$ cat config.mk
export PLATFORM = sky130hd
export DESIGN_NAME = addr_gen_circ
export DESIGN_NICKNAME = d
export VERILOG_FILES = /design/src/rtl/dagc_pkg.sv /design/src/rtl/dagc_bank.sv /design/src/rtl/dagc_step.sv /design/src/rtl/dagc_wrap.sv /design/src/rtl/addr_gen_circ.sv
export SDC_FILE = /design/constraint.sdc
export NUM_CORES = 1
export LEC_CHECK = 0
export ABC_AREA = 1
export BUFFER_PORTS_ARGS = -buffer_cell sky130_fd_sc_hd__buf_2
export CELL_PAD_IN_SITES_DETAIL_PLACEMENT = 0
export CELL_PAD_IN_SITES_GLOBAL_PLACEMENT = 1
export CORE_AREA = 2 2 274 276
export DETAILED_ROUTE_END_ITERATION = 10
export DIE_AREA = 0 0 276 278
export PLACE_DENSITY_LB_ADDON = 0.1
export SLEW_MARGIN = 20
export SYNTH_ARGS = -nofsm -noshare
export SYNTH_HDL_FRONTEND = slang
export SYNTH_SLANG_ARGS = --single-unit
$ cat constraint.sdc
create_clock -name clk -period 16.4 [get_ports clk]
set_clock_uncertainty 0.2 [all_clocks]
set_input_delay 4.92 -clock clk [delete_from_list [all_inputs] [get_ports clk]]
set_output_delay 4.92 -clock clk [all_outputs]
set_load 0.02 [all_outputs]
$ cat src/rtl/dagc_pkg.sv
package dagc_pkg;

  typedef enum logic [2:0] {
    OP_HOLD = 3'd0,
    OP_INC4 = 3'd1,
    OP_DEC4 = 3'd2,
    OP_INC2 = 3'd3,
    OP_DEC2 = 3'd4,
    OP_ADDM = 3'd5,
    OP_SUBM = 3'd6,
    OP_RSVD = 3'd7
  } dag_op_e;

  typedef enum logic [1:0] {
    RF_IDX  = 2'd0,
    RF_MOD  = 2'd1,
    RF_BASE = 2'd2,
    RF_LEN  = 2'd3
  } dag_file_e;

  function automatic logic op_updates(input dag_op_e op);
    return (op != OP_HOLD) && (op != OP_RSVD);
  endfunction

endpackage

$ cat src/rtl/dagc_bank.sv
module dagc_bank #(
  parameter int AW      = 32,
  parameter int NREG    = 4,
  parameter bit HAS_UPD = 1'b0,
  localparam int SW     = $clog2(NREG)
) (
  input  logic          clk,
  input  logic          rst,
  input  logic          wr_en,
  input  logic [SW-1:0] wr_sel,
  input  logic [AW-1:0] wr_data,
  input  logic          upd_en,
  input  logic [SW-1:0] upd_sel,
  input  logic [AW-1:0] upd_data,
  input  logic [SW-1:0] rd_sel,
  output logic [AW-1:0] rd_data
);

  logic [AW-1:0] regs [NREG];

  for (genvar g = 0; g < NREG; g++) begin : g_ent
    logic wr_hit, upd_hit;
    assign wr_hit  = wr_en && (wr_sel == SW'(g));
    assign upd_hit = HAS_UPD && upd_en && (upd_sel == SW'(g));

    always_ff @(posedge clk) begin
      if (rst)          regs[g] <= '0;
      else if (wr_hit)  regs[g] <= wr_data;
      else if (upd_hit) regs[g] <= upd_data;
    end
  end

  assign rd_data = regs[rd_sel];

endmodule

$ cat src/rtl/dagc_step.sv
module dagc_step
  import dagc_pkg::*;
#(
  parameter int AW = 32
) (
  input  dag_op_e       op,
  input  logic [AW-1:0] mod_val,
  output logic [AW-1:0] step,
  output logic          step_sub
);

  always_comb begin
    step     = '0;
    step_sub = 1'b0;
    unique case (op)
      OP_INC4: step = AW'(4);
      OP_DEC4: begin step = AW'(4); step_sub = 1'b1; end
      OP_INC2: step = AW'(2);
      OP_DEC2: begin step = AW'(2); step_sub = 1'b1; end
      OP_ADDM: step = mod_val;
      OP_SUBM: begin step = mod_val; step_sub = 1'b1; end
      default: step = '0;
    endcase
  end

endmodule

$ cat src/rtl/dagc_wrap.sv
module dagc_wrap #(
  parameter int AW = 32,
  localparam int EW = AW + 2
) (
  input  logic [AW-1:0] idx,
  input  logic [AW-1:0] step,
  input  logic          step_sub,
  input  logic [AW-1:0] base,
  input  logic [AW-1:0] len,
  output logic [AW-1:0] nxt
);

  logic signed [EW-1:0] raw, lo, hi, lenx, up, dn;

  always_comb begin
    lenx = $signed({2'b00, len});
    lo   = $signed({2'b00, base});
    hi   = lo + lenx;
    raw  = step_sub ? ($signed({2'b00, idx}) - $signed({2'b00, step}))
                    : ($signed({2'b00, idx}) + $signed({2'b00, step}));
    up   = raw + lenx;
    dn   = raw - lenx;
    if (len == '0)       nxt = raw[AW-1:0];
    else if (raw < lo)   nxt = up[AW-1:0];
    else if (raw >= hi)  nxt = dn[AW-1:0];
    else                 nxt = raw[AW-1:0];
  end

endmodule

$ cat src/rtl/addr_gen_circ.sv
module addr_gen_circ
  import dagc_pkg::*;
#(
  parameter int AW   = 32,
  parameter int NREG = 4,
  localparam int SW  = $clog2(NREG)
) (
  input  logic          clk,
  input  logic          rst,
  input  logic          wr_en,
  input  logic [1:0]    wr_file,
  input  logic [SW-1:0] wr_sel,
  input  logic [AW-1:0] wr_data,
  input  logic          op_valid,
  input  logic [2:0]    op_code,
  input  logic [SW-1:0] op_idx,
  input  logic [SW-1:0] op_mod,
  output logic          addr_valid,
  output logic [AW-1:0] addr_out
);

  dag_op_e       op;
  logic [AW-1:0] cur_idx, cur_mod, cur_base, cur_len;
  logic [AW-1:0] step, upd_val;
  logic          step_sub, upd_en;
  logic          we_idx, we_mod, we_base, we_len;

  assign op      = dag_op_e'(op_code);
  assign upd_en  = op_valid && op_updates(op);
  assign we_idx  = wr_en && (wr_file == RF_IDX);
  assign we_mod  = wr_en && (wr_file == RF_MOD);
  assign we_base = wr_en && (wr_file == RF_BASE);
  assign we_len  = wr_en && (wr_file == RF_LEN);

  dagc_bank #(.AW(AW), .NREG(NREG), .HAS_UPD(1'b1)) u_idx (
    .clk, .rst, .wr_en(we_idx), .wr_sel, .wr_data,
    .upd_en, .upd_sel(op_idx), .upd_data(upd_val),
    .rd_sel(op_idx), .rd_data(cur_idx));

  dagc_bank #(.AW(AW), .NREG(NREG), .HAS_UPD(1'b0)) u_mod (
    .clk, .rst, .wr_en(we_mod), .wr_sel, .wr_data,
    .upd_en(1'b0), .upd_sel(op_idx), .upd_data(upd_val),
    .rd_sel(op_mod), .rd_data(cur_mod));

  dagc_bank #(.AW(AW), .NREG(NREG), .HAS_UPD(1'b0)) u_base (
    .clk, .rst, .wr_en(we_base), .wr_sel, .wr_data,
    .upd_en(1'b0), .upd_sel(op_idx), .upd_data(upd_val),
    .rd_sel(op_idx), .rd_data(cur_base));

  dagc_bank #(.AW(AW), .NREG(NREG), .HAS_UPD(1'b0)) u_len (
    .clk, .rst, .wr_en(we_len), .wr_sel, .wr_data,
    .upd_en(1'b0), .upd_sel(op_idx), .upd_data(upd_val),
    .rd_sel(op_idx), .rd_data(cur_len));

  dagc_step #(.AW(AW)) u_step (
    .op, .mod_val(cur_mod), .step, .step_sub);

  dagc_wrap #(.AW(AW)) u_wrap (
    .idx(cur_idx), .step, .step_sub, .base(cur_base), .len(cur_len),
    .nxt(upd_val));

  always_ff @(posedge clk) begin
    if (rst) begin
      addr_valid <= 1'b0;
      addr_out   <= '0;
    end else begin
      addr_valid <= op_valid;
      if (op_valid) addr_out <= cur_idx;
    end
  end

endmodule

### After elaboration in Yosys (flattened, before gate mapping)

Memory sizes are Yosys's and may differ from the RTL's.
Cells that the tools add are included.

* add/subtract/negate cells: 5
* equal/unequal tests: 16
* muxes and demuxes: 92
* reduce and logical (&&, ||, !) cells: 35
* magnitude comparators: 2
* bitwise logic cells: 20

Operators by type and width (count)
* $mux 32: 23
* $pmux 32 s3: 1
* $mux 1: 67
* $add 32x32->33: 2
* $ge 34x34->1: 1
* $lt 34x33->1: 1
* $mux 34: 1
* $sub 32x32->33: 1
* $add 32x32->32: 1
* $logic_not 32->1: 1
* $sub 32x32->32: 1
* $logic_and 1x1->1: 26
* $or 1x1->1: 20
* $eq 2x2->1 const B: 6
* $eq 3x3->1 const B: 3
* $eq 2x1->1 const B: 3
* $eq 3x2->1 const B: 2
* $logic_not 2->1: 3
* $reduce_or 2->1: 3
* $eq 3x1->1 const B: 1
* $ne 3x3->1 const B: 1
* $reduce_bool 3->1: 1
* $reduce_or 3->1: 1

* logic and storage cells: 176
* input bits: 47
* register bits after elaboration: 33
* memories kept: 4
* RAM bits: 512
* output and inout port bits: 33

Memories
* u_base.regs: depth 4, width 32, rd ports 1, clocked after Yosys merged registers in 0, write ports 4, line dagc_bank.sv:19 `logic [AW-1:0] regs [NREG];`
* u_idx.regs: depth 4, width 32, rd ports 1, clocked after Yosys merged registers in 0, write ports 4, line dagc_bank.sv:19
* u_len.regs: depth 4, width 32, rd ports 1, clocked after Yosys merged registers in 0, write ports 4, line dagc_bank.sv:19
* u_mod.regs: depth 4, width 32, rd ports 1, clocked after Yosys merged registers in 0, write ports 4, line dagc_bank.sv:19

### Longest topological paths before layout

* depth in word-level cells: 10
* gate-level depth with buffers: 47
* gate-level depth less buffers: 45

### Modules after synthesis

From an unflattened synthesis, not the netlist that was laid out.

* cells, all modules: 5372
* area, all modules: 39156.3 µm²

By module, submodules not included
* dagc_bank (u_base ...): area each 6109.6 µm², instances 3, sequential area each 3843.7 µm², cells each 693
* dagc_wrap: area each 12194.2 µm², instances 1, sequential area each 0.0 µm², cells each 2233
* dagc_bank (u_idx): area each 6817.8 µm², instances 1, sequential area each 3843.7 µm², cells each 824
* addr_gen_circ: area each 1228.7 µm², instances 1, sequential area each 660.6 µm², cells each 153
* dagc_step: area each 586.8 µm², instances 1, sequential area each 0.0 µm², cells each 83

### Least setup slack after synthesis

Ideal clock, no wire load.

* path type: input to register
* from: in op_idx[0]
* to: mem u_idx.regs[1][24] (data pin)
* stages: 37
* setup time: 0.268 ns
* path buffers: 5
* data required time: 15.932 ns
* path slack: 5.693 ns
* arrival time: 10.239 ns
* cell sequence: nor2_1 -> buf_2 -> buf_2 -> clkbuf_1 -> clkbuf_1 -> a22oi_1 -> and2_1 -> inv_1 -> ha_1 -> a21oi_1 -> nand2_1 -> a21oi_1 -> o21bai_1 -> a21oi_1 -> o21ai_0 -> a21boi_0 -> o21ai_0 -> nand2_1 -> nand2_1 -> xnor2_1 -> ha_1 -> nand2_1 -> nor4b_1 -> nand2_1 -> nand2_1 -> nand2_1 -> nand2_1 -> nand2_1 -> nand2_1 -> nand2_1 -> nand2_1 -> clkbuf_1 -> nand2_1 -> o21ai_0 -> nand2_1 -> nand2_1 -> o21ai_0

RTL lines
* start, declared: line addr_gen_circ.sv:16 `input logic [SW-1:0] op_idx,`
* end, declared: line dagc_bank.sv:19

==> results by group <==
STA
  • Unrepaired setup endpoints after global routing: false
  • Final setup TNS: 0 ps
  • Setup violators final: 0
  • Tcrit/Tclk final: 77.2%
  • Relative max-transition margin: between 15 and 20%
  • Endpoints failing hold: 0
  • Fmax achieved: roughly 79 MHz
  • Tightest Pin Transition: 1270 ps
  • Min cycle time layout: 12650 ps
  • Final Slew Violations: 0
  • PnR worst setup slack: approximately 3700 ps

Final layout
  • Final #Nets: approximately 4600
  • Final core utilization: 51.8%
  • Area Growth Syn to Fin: 8.81%
  • Layout cell share with drive strength beyond 1: 6.05%

Worst setup path
  • Worst EP required: around 17000 ps
  • CP max-delay cell: o21ai_0
  • Crit. End Element: register
  • WP buf/inv: 7
  • FF-to-FF Start: u_idx.regs[0][0]
  • Crit Path Max Fanout: 52
  • Slowest stage delay, CP: 590 ps
  • CP Data Arrival Time: 12900 ps
  • CP most frequent cell: nand2_1
  • CP Class: primary input to register
  • Startpoint types: primary input
  • CP Launch Point: op_mod[0]
  • Cell family with most CP delay: simple AND/OR/NAND/NOR gates

Clock tree
  • Hold_buf cts: 0
  • Clock sinks: 545
  • Post-CTS setup buffer count: 0
  • Gates resized, CTS repair: 0
  • Worst-Skew Late Latency: slightly below 700 ps
  • Buffer depth of the longest clock path: 3
  • Worst-path clk slew: 60 ps
  • Clock Root Buffer: clkbuf_16
  • CTS buffer count: 58
  • CTS tree: yes
  • Htree depth: 2

Detailed routing
  • Initial DRT Pass Iterations: 9
  • Detailed Route Iter0 Violations: 3671
  • Vias/cell: 5.75
  • Post-Route WL: 129 mm
  • Vias: 30700
  • WL per Instance: 24.2 um
  • DRC: 8
  • DRT antenna net count: 0

Worst hold path
  • Hold/Removal Path Class: register to register
  • Hold path start: addr_out[0]

Placed design
  • Port bufs: 79
  • Pre-CTS setup slack: 3340 ps
  • Gp weighted congestion: 0.974
  • Hpwl dp: 92.9 mm

Floorplan
  • Chip width: 276 um
  • I/O pins: 80
  • Initial Util: 47.6%
  • Core area: 73800 um2
  • Number of cell rows: 100
  • DIE AREA: 76700 um2
  • Height of the chip: between 200 and 300 um

Logic synthesis
  • Ys async rst share: 0%
  • YS warnings: 0
  • Sequential share of the synthesized area: 45.7%
  • EDFF count, synth: 512
  • Synth Net Count: 4608
  • #FFs+latches synth: 545
  • Gate count of the mapped netlist: 4330
  • Mean post-synth cell area: 8.11 um2
  • Ys flop type: edfxtp_1
  • Cell variety after synth: between 50 and 60
  • Mapped Area: 35100 um2

Global route
  • Antenna violations before repair: 0
  • Vias in the first global route: 28600
  • Total gr overflow: 0
  • First-pass GRT wire length: 189 mm
  • GRT Resource Usage Total: between 30% and 40%
  • Largest net degree at the start of global routing: between 70 and 80

Power
  • Lkg Pwr: 17.0 nW
  • Max IR drop VDD: 0.0836 mV
  • Pwr/cell area: 124 nW/um2

Status
  • Failing checks: DRC
  • Status: finished, violations left

Run
  • Max Cap Violations: 0
## cell families after synthesis
logic type                 count (synthesis)  share of synthesized area [%]
buffers and inverters                    671                           7.25
xor gates and xnor gates                  92                           2.29
muxes                                      1                         0.0285
AOI/OAI and AO/OA                        808                           13.7
and+or+nand+nor                         1982                           22.7
DFF                                      545                           45.7
adders and majority gates                231                           8.34
## cells in the mapped netlist, drive strengths merged (30+ instances only)
library cell  number  share of area [%]
dfxtp             33                1.9
ha               226                8.1
clkbuf           175                1.9
nand3            195                2.8
xor2              71                1.8
o21ai            257                3.7
nand2            871                9.3
buf               36               0.47
a22oi            112                2.4
a221oi            30               0.78
nand4             32               0.57
a21oi            272                3.9
inv              454                4.9
nor3              38               0.56
edfxtp           512                 44
nor2             787                8.4
## final cells by class
cell class	count	area, um2
Timing Repair Buffer	141	861
Fill cell	7223	35600
Multi-Input combinational cell	3114	16600
Clock buffer	72	1530
Tap cell	969	1210
Sequential cell	545	16000
Clock inverter	35	250
Antenna cell	1	2.50
Inverter	460	1730
## power breakdown
group	switching, mW	internal, mW
clock	0.571	0.690
combinational	1.33	0.520
sequential	0.0244	1.61
total	1.92	2.83
## metal layers
layer / GRT usage [%] / wire [um] / vias up
li1: - / - / 14500
met1: 47.6 / 56600 / 14600
met2: 50.4 / 56400 / 1359
met3: 5.42 / 11600 / 187
met4: 11.4 / 4710 / 0
met5: 0 / 0 / -
## worst register-to-register path, delay by kind of cell, from the launching register on
kind | cells | cell delay (ps)
buffers and inverters | 4 | 670
and+or+nand+nor | 19 | 2640
DFF | 1 | 370
AOI/OAI and AO/OA | 9 | 2650
adders and majority gates | 3 | 980
## sequential cells by signal, summed over array words and instances (netlist names)
| register | flops |
|---|---|
| addr_valid | 1 |
| u_idx.regs | 128 |
| u_base.regs | 128 |
| addr_out | 32 |
| u_mod.regs | 128 |
| u_len.regs | 128 |
## cells in the final DEF, fill, tap and decap left out, drive strengths merged, types with 19 or more instances in the layout
master  instances
a21oi         272
a221oi         30
a22oi         112
a31oi          22
and2           26
buf           141
clkbuf         72
clkinv         36
dfxtp          33
edfxtp        512
ha            226
inv           454
nand2         871
nand3         195
nand4          32
nor2          787
nor3           38
o21ai         257
o21bai         19
xnor2          21
xor2           71
## worst paths after layout
path | cells past startpoint | end | slack [ps]
hold / removal | 2 | addr_out[0] | 300
setup / recovery | 36 | u_idx.regs[0][9] | 3750
hold reg to reg | 2 | addr_out[0] | 300
setup reg to reg | 35 | u_idx.regs[0][22] | 8570
## stage by stage
stage	hold WS [ps]	cell area [um2]	cells	power [mW]
after CTS	303	38200	5336	4.72
after global routing	341	38200	5336	4.97
final	304	38200	5337	4.75
after floorplan	381	35100	4330	2.86
after global placement	281	36400	5229	3.47
after detailed placement	289	36400	5229	3.47
Power figures use the tool's default switching activity.
